==> src/rtl/bsh_pkg.sv <==
// Package: bsh_pkg
// Shared encodings and types for the barrel shifter operand unit.
// Assumes the instruction field positions used by the shift decoder.
package bsh_pkg;

    // width of the register-specified shift amount actually honoured
    localparam int SH_AMT_W   = 8;
    // instruction field positions
    localparam int SRC_BIT    = 4;
    localparam int KIND_LSB   = 5;
    localparam int IMM_LSB    = 7;

    typedef enum logic [1:0] {
        SH_LSL = 2'b00,
        SH_LSR = 2'b01,
        SH_ASR = 2'b10,
        SH_ROR = 2'b11
    } shift_kind_e;

    // normalised shift request handed from decode to datapath
    typedef struct packed {
        shift_kind_e         kind;
        logic                reg_form;
        logic                rrx;
        logic [SH_AMT_W-1:0] amount;
    } shift_req_t;

endpackage

==> src/rtl/bsh_decode.sv <==
// Module: bsh_decode
// Splits the instruction into a normalised shift request.
// Selects immediate or register amount, maps the immediate-zero
// encodings (LSR/ASR by 32, ROR as RRX) and applies the PC read offset
// in register form only.
// Assumes DATA_W is a power of two smaller than 2**SH_AMT_W.
module bsh_decode
    import bsh_pkg::*;
#(
    parameter int DATA_W  = 32,
    parameter int INSTR_W = 32,
    parameter int PC_ADJ  = 4
) (
    input  logic [INSTR_W-1:0] instr,
    input  logic [DATA_W-1:0]  rm_val,
    input  logic [DATA_W-1:0]  rs_val,
    input  logic               rm_is_pc,
    input  logic               rs_is_pc,
    output shift_req_t         req,
    output logic [DATA_W-1:0]  src_val,
    output logic               extra_cycle
);

    localparam int IMM_W = $clog2(DATA_W);
    localparam logic [SH_AMT_W-1:0] FULL_AMT = SH_AMT_W'(DATA_W);

    logic [IMM_W-1:0]    imm_amt;
    logic [SH_AMT_W-1:0] rs_amt;
    shift_kind_e         kind;
    logic                reg_form;

    // bits that carry no meaning for the shifter
    logic unused_instr;
    logic unused_rs_hi;
    assign unused_instr = ^{instr[INSTR_W-1:IMM_LSB+IMM_W], instr[3:0]};
    assign unused_rs_hi = ^rs_val[DATA_W-1:SH_AMT_W];

    assign imm_amt  = instr[IMM_LSB +: IMM_W];
    assign kind     = shift_kind_e'(instr[KIND_LSB +: 2]);
    assign reg_form = instr[SRC_BIT];

    // low byte of the amount register, with PC offset folded in
    assign rs_amt = rs_val[SH_AMT_W-1:0] + (rs_is_pc ? SH_AMT_W'(PC_ADJ) : '0);

    // register form costs one extra cycle
    assign extra_cycle = reg_form;

    // build the normalised request and the value to shift
    always_comb begin
        req.kind     = kind;
        req.reg_form = reg_form;
        req.rrx      = 1'b0;
        req.amount   = '0;
        src_val      = rm_val;
        if (reg_form) begin
            req.amount = rs_amt;
            src_val    = rm_val + (rm_is_pc ? DATA_W'(PC_ADJ) : '0);
        end else if (imm_amt != '0) begin
            req.amount = SH_AMT_W'(imm_amt);
        end else begin
            unique case (kind)
                SH_LSR, SH_ASR: req.amount = FULL_AMT;
                SH_ROR:         req.rrx    = 1'b1;
                default:        req.amount = '0;
            endcase
        end
    end

endmodule

==> src/rtl/bsh_rotator.sv <==
// Module: bsh_rotator
// Logarithmic right rotator: one mux stage per amount bit.
// Left shifts are served by rotating right by the two's complement
// of the amount. Assumes DATA_W is a power of two.
module bsh_rotator #(
    parameter int DATA_W = 32,
    localparam int IDX_W = $clog2(DATA_W)
) (
    input  logic [DATA_W-1:0] din,
    input  logic [IDX_W-1:0]  amt,
    output logic [DATA_W-1:0] dout
);

    logic [DATA_W-1:0] stage [IDX_W+1];

    assign stage[0] = din;

    // each stage rotates by a power of two when its amount bit is set
    for (genvar s = 0; s < IDX_W; s++) begin : g_stage
        localparam int STEP = 1 << s;
        assign stage[s+1] = amt[s]
            ? ((stage[s] >> STEP) | (stage[s] << (DATA_W - STEP)))
            : stage[s];
    end

    assign dout = stage[IDX_W];

endmodule

==> src/rtl/bsh_mask_gen.sv <==
// Module: bsh_mask_gen
// Thermometer mask that keeps the bits a shift of amt retains.
// Right: bits below DATA_W-amt. Left: bits at or above amt.
// Assumes amt is within 0..DATA_W-1.
module bsh_mask_gen #(
    parameter int DATA_W = 32,
    localparam int IDX_W = $clog2(DATA_W)
) (
    input  logic [IDX_W-1:0]  amt,
    input  logic              left,
    output logic [DATA_W-1:0] keep
);

    // one comparator per output bit
    for (genvar i = 0; i < DATA_W; i++) begin : g_bit
        assign keep[i] = left ? (i >= int'(amt))
                              : ((i + int'(amt)) < DATA_W);
    end

endmodule

==> src/rtl/bsh_resolve.sv <==
// Module: bsh_resolve
// Picks the final operand and carry from the rotated value, the mask
// and the special cases: zero amount, amounts of DATA_W and above,
// sign fill, rotate by a multiple of DATA_W, and RRX.
// Assumes rotated = src rotated right by the low amount bits (left
// shifts: by their negation) and keep from bsh_mask_gen.
module bsh_resolve
    import bsh_pkg::*;
#(
    parameter int DATA_W = 32,
    localparam int IDX_W = $clog2(DATA_W)
) (
    input  shift_req_t        req,
    input  logic [DATA_W-1:0] src_val,
    input  logic [DATA_W-1:0] rotated,
    input  logic [DATA_W-1:0] keep,
    input  logic              carry_in,
    output logic [DATA_W-1:0] operand,
    output logic              carry_out
);

    localparam logic [SH_AMT_W-1:0] FULL_AMT = SH_AMT_W'(DATA_W);

    logic [IDX_W-1:0]  n_low;
    logic [IDX_W-1:0]  carry_idx;
    logic              n_zero;
    logic              n_full;
    logic              n_wide;
    logic              sign;
    logic              last_out;
    logic [DATA_W-1:0] sign_fill;

    assign n_low     = req.amount[IDX_W-1:0];
    assign n_zero    = (req.amount == '0);
    assign n_full    = (req.amount == FULL_AMT);
    assign n_wide    = (req.amount >= FULL_AMT);
    assign sign      = src_val[DATA_W-1];
    assign sign_fill = {DATA_W{sign}};

    // index of the last bit shifted out for amounts 1..DATA_W-1
    assign carry_idx = (req.kind == SH_LSL) ? (IDX_W'(0) - n_low)
                                            : (n_low - IDX_W'(1));
    assign last_out  = src_val[carry_idx];

    // select result and carry by kind and amount range
    always_comb begin
        operand   = src_val;
        carry_out = carry_in;
        if (req.rrx) begin
            operand   = {carry_in, src_val[DATA_W-1:1]};
            carry_out = src_val[0];
        end else if (!n_zero) begin
            unique case (req.kind)
                SH_LSL: begin
                    if (n_wide) begin
                        operand   = '0;
                        carry_out = n_full & src_val[0];
                    end else begin
                        operand   = rotated & keep;
                        carry_out = last_out;
                    end
                end
                SH_LSR: begin
                    if (n_wide) begin
                        operand   = '0;
                        carry_out = n_full & sign;
                    end else begin
                        operand   = rotated & keep;
                        carry_out = last_out;
                    end
                end
                SH_ASR: begin
                    if (n_wide) begin
                        operand   = sign_fill;
                        carry_out = sign;
                    end else begin
                        operand   = (rotated & keep) | (sign_fill & ~keep);
                        carry_out = last_out;
                    end
                end
                default: begin
                    if (n_low == '0) begin
                        operand   = src_val;
                        carry_out = sign;
                    end else begin
                        operand   = rotated;
                        carry_out = last_out;
                    end
                end
            endcase
        end
    end

endmodule

==> src/rtl/bsh_operand_unit.sv <==
// Module: bsh_operand_unit
// Top of the barrel shifter operand unit. Combinational: decode, one
// shared rotator, a mask generator and the special-case resolver.
// Assumes register values are already read and PC flags supplied by
// the register-read stage.
module bsh_operand_unit
    import bsh_pkg::*;
#(
    parameter int DATA_W  = 32,
    parameter int INSTR_W = 32,
    parameter int PC_ADJ  = 4,
    localparam int IDX_W  = $clog2(DATA_W)
) (
    input  logic [INSTR_W-1:0] instr,
    input  logic [DATA_W-1:0]  rm_val,
    input  logic [DATA_W-1:0]  rs_val,
    input  logic               rm_is_pc,
    input  logic               rs_is_pc,
    input  logic               carry_in,
    output logic [DATA_W-1:0]  operand,
    output logic               carry_out,
    output logic               extra_cycle
);

    shift_req_t        req;
    logic [DATA_W-1:0] src_val;
    logic [DATA_W-1:0] rotated;
    logic [DATA_W-1:0] keep;
    logic [IDX_W-1:0]  n_low;
    logic [IDX_W-1:0]  rot_amt;
    logic              left;

    bsh_decode #(
        .DATA_W  (DATA_W),
        .INSTR_W (INSTR_W),
        .PC_ADJ  (PC_ADJ)
    ) u_decode (
        .instr       (instr),
        .rm_val      (rm_val),
        .rs_val      (rs_val),
        .rm_is_pc    (rm_is_pc),
        .rs_is_pc    (rs_is_pc),
        .req         (req),
        .src_val     (src_val),
        .extra_cycle (extra_cycle)
    );

    // left shifts rotate right by the negated amount
    assign n_low   = req.amount[IDX_W-1:0];
    assign left    = (req.kind == SH_LSL);
    assign rot_amt = left ? (IDX_W'(0) - n_low) : n_low;

    bsh_rotator #(.DATA_W(DATA_W)) u_rot (
        .din  (src_val),
        .amt  (rot_amt),
        .dout (rotated)
    );

    bsh_mask_gen #(.DATA_W(DATA_W)) u_mask (
        .amt  (n_low),
        .left (left),
        .keep (keep)
    );

    bsh_resolve #(.DATA_W(DATA_W)) u_resolve (
        .req       (req),
        .src_val   (src_val),
        .rotated   (rotated),
        .keep      (keep),
        .carry_in  (carry_in),
        .operand   (operand),
        .carry_out (carry_out)
    );

endmodule

==> config.mk <==
export PLATFORM = sky130hd
export DESIGN_NAME = bsh_operand_unit
export DESIGN_NICKNAME = d
export VERILOG_FILES = /design/src/rtl/bsh_pkg.sv /design/src/rtl/bsh_decode.sv /design/src/rtl/bsh_rotator.sv /design/src/rtl/bsh_mask_gen.sv /design/src/rtl/bsh_resolve.sv /design/src/rtl/bsh_operand_unit.sv
export SDC_FILE = /design/constraint.sdc
export NUM_CORES = 1
export LEC_CHECK = 0
export BUFFER_PORTS_ARGS = -buffer_cell sky130_fd_sc_hd__buf_2
export CAP_MARGIN = 20
export CELL_PAD_IN_SITES_DETAIL_PLACEMENT = 2
export CELL_PAD_IN_SITES_GLOBAL_PLACEMENT = 2
export CORE_ASPECT_RATIO = 0.7
export CORE_MARGIN = 2
export CORE_UTILIZATION = 31
export DETAILED_ROUTE_END_ITERATION = 16
export PLACE_DENSITY_LB_ADDON = 0.1
export SYNTH_ARGS = -nofsm -noshare
export SYNTH_HDL_FRONTEND = slang
export SYNTH_SLANG_ARGS = --single-unit
==> constraint.sdc <==
create_clock -name vclk -period 5
set_input_delay 0.25 -clock vclk [all_inputs]
set_output_delay 0.25 -clock vclk [all_outputs]
set_load 0.05 [all_outputs]
==> results.json <==
{
  "status": "finished, final reports clean",
  "crit_slowest_cell": "or4_4",
  "drt_iter0_drc": 1672,
  "grt_overflow_total": 0,
  "slew_viol_final": 0,
  "fin_setup_tns_ps": 0,
  "synthXorXnorAreaFrac": 0.0342,
  "powerDensity_nw_per_um2": 201,
  "synth-simple-area-share": 0.304,
  "synthMuxAreaShare": 0.0799,
  "grt_pass1_vias": 10600,
  "ctsHoldBuffers": 0,
  "max_cap_viol_count": 0,
  "final_common_cell": "nor2_1",
  "synth_warnings": 0,
  "crit_chain": "buf_2 -> ha_1 -> ha_1 -> nand4_2 -> or4_4 -> o31a_1 -> or2_1 -> mux4_2 -> o221ai_1 -> nand2_1 -> a211oi_1 -> a211oi_2 -> buf_2",
  "syn_area_um2": 7390,
  "ctsResizeCount": 0,
  "start_util": 0.314,
  "die_y_um": 133,
  "design_power_total_mw": 1.70,
  "avgViaCountPerCell": 7.11,
  "hp-class": "input pin to primary output",
  "seq_cells": 0,
  "ir_drop_uv": 80.3,
  "drt-total-wl_mm": 51.3,
  "area_growth_pct": 14.2,
  "holdPathStages": 2,
  "slew_headroom": 0.172,
  "rsz0062_at_grt": "no",
  "port_buffers": 85,
  "drcViolationCount": 0,
  "fp.coreArea_um2": 23500,
  "placed_cell_area_um2": 8430,
  "detail-route-antenna-nets": 0,
  "seqCellArea_um2": 0,
  "worstPathArrival_ps": 4460,
  "synth_top_family_by_area": "compound AO/OA/AOI/OAI gates",
  "die_w_um": 189,
  "leakagePower_nw": 2.97,
  "hold_viol": 0,
  "clock.fmax_mhz": 212,
  "place_congestion": 0.980,
  "layout.clock_buffers": 0,
  "post-dp-hpwl_mm": 40.7,
  "routedWlPerCell_um": 33.0,
  "stdcell_area_um2": 8440,
  "grt_pass1_wl_mm": 75.1,
  "critPathLaunchType": "input pin",
  "vias": 11000,
  "synthCells": 1198,
  "antenna_found_initial": 1,
  "synth_cell_types": 84,
  "final.fill_count": 2957,
  "end_kind": "primary output",
  "drive_gt1_frac": 0.188,
  "tightestPinTransition_ps": 1230,
  "die-area_um2": 25100,
  "min_period_ps": 4710,
  "nNetsFinal": 1351,
  "worstPathMaxFanout": 13,
  "avgSynthCellArea_um2": 6.17,
  "drtPass1Iterations": 5,
  "postCtsSetupBuffers": 0,
  "grt_max_degree": 51,
  "setup_viol": 0,
  "grtUsageTotal": 0.398,
  "critPathMaxStageDelay_ps": 750,
  "crit_type": "input pin to primary output",
  "synth_compound_area_frac": 0.480,
  "syn_nets": 1312,
  "synthAdderAreaFrac": 0.0254,
  "seq_area_frac_synth": 0,
  "layout_common_cells": "nor2_1 (117), nand2_1 (116), o21ai_0 (107)",
  "worst-endpoint-required_ps": 4750,
  "finalCritPeriodShare": 0.942,
  "rows": 47,
  "ioPinCount": 133
}
[layer usage]
layer  share of wire  vias up  routed length, um  GRT usage
li1                -     4774                  -          -
met1            0.46     5604              23700      0.608
met2            0.40      606              20400      0.559
met3            0.12       63               6350      0.107
met4           0.017        2                857     0.0538
met5         0.00025        -                 13          0
[final cells by class]
cell class | count | area, um^2 | share of cell area
timing repair buffer | 156 | 1010 | 0.120
inverter | 19 | 71.3 | 0.00845
multi-input combinational | 1060 | 6960 | 0.825
tap | 318 | 398 | 0.0472
antenna | 1 | 2.50 | 0.000297
[where the power goes]
part           switching [mW]  internal, mW    total [mW]
logic                    1.20         0.493          1.70
registers                   0             0             0
clock network               0  0.0000000165  0.0000000165
[Yosys cell counts, types with 16 or more instances]
cell type | instances | share of area
o21ai_0 | 107 | 0.072
a21oi_1 | 105 | 0.071
nor2_1 | 117 | 0.059
a31oi_1 | 24 | 0.020
mux2i_1 | 25 | 0.034
a211oi_1 | 34 | 0.035
xnor2_1 | 22 | 0.026
nor3_1 | 49 | 0.033
clkbuf_1 | 73 | 0.037
nand3_1 | 39 | 0.026
inv_1 | 19 | 0.0097
nand4_1 | 23 | 0.019
o211ai_1 | 33 | 0.034
o22ai_1 | 16 | 0.014
nand2_1 | 116 | 0.059
o31ai_1 | 21 | 0.021
nor4_1 | 21 | 0.018
a221oi_1 | 23 | 0.027
buf_2 | 32 | 0.022
[kinds of logic (layout without fill, tap and decap cells)]
family,Yosys count,count (layout)
compound gates,519,519
xor+xnor,28,28
buf+inv,138,175
fa+ha+maj,15,15
other cells,0,1
simple gates,451,451
mux,47,47
[path summary, 6_finish.rpt]
| path | from | to | slack (ps) |
|---|---|---|---|
| max | rm_val[2] | operand[20] | 290 |
| min | instr[4] | extra_cycle | 920 |
[critical path: cells and delay by family]
family          cells  cell delay, ps
buf+inv             2             320
mux                 1             530
compound gates      4            1380
simple gates        4            1560
fa+ha+maj           2             410
[metrics by stage]
stage          std cells   util  hold WS, ps  setup slack [ps]
2_1_floorplan       1198      -          667              12.1
3_5_place_dp        1552  0.358          923               412
4_1_cts             1552  0.358          924               391
5_1_grt             1553  0.359          944               130
6_report            1554  0.359          922               292
3_3_place_gp        1552  0.358          920               456
Power figures use the tool's default switching activity.
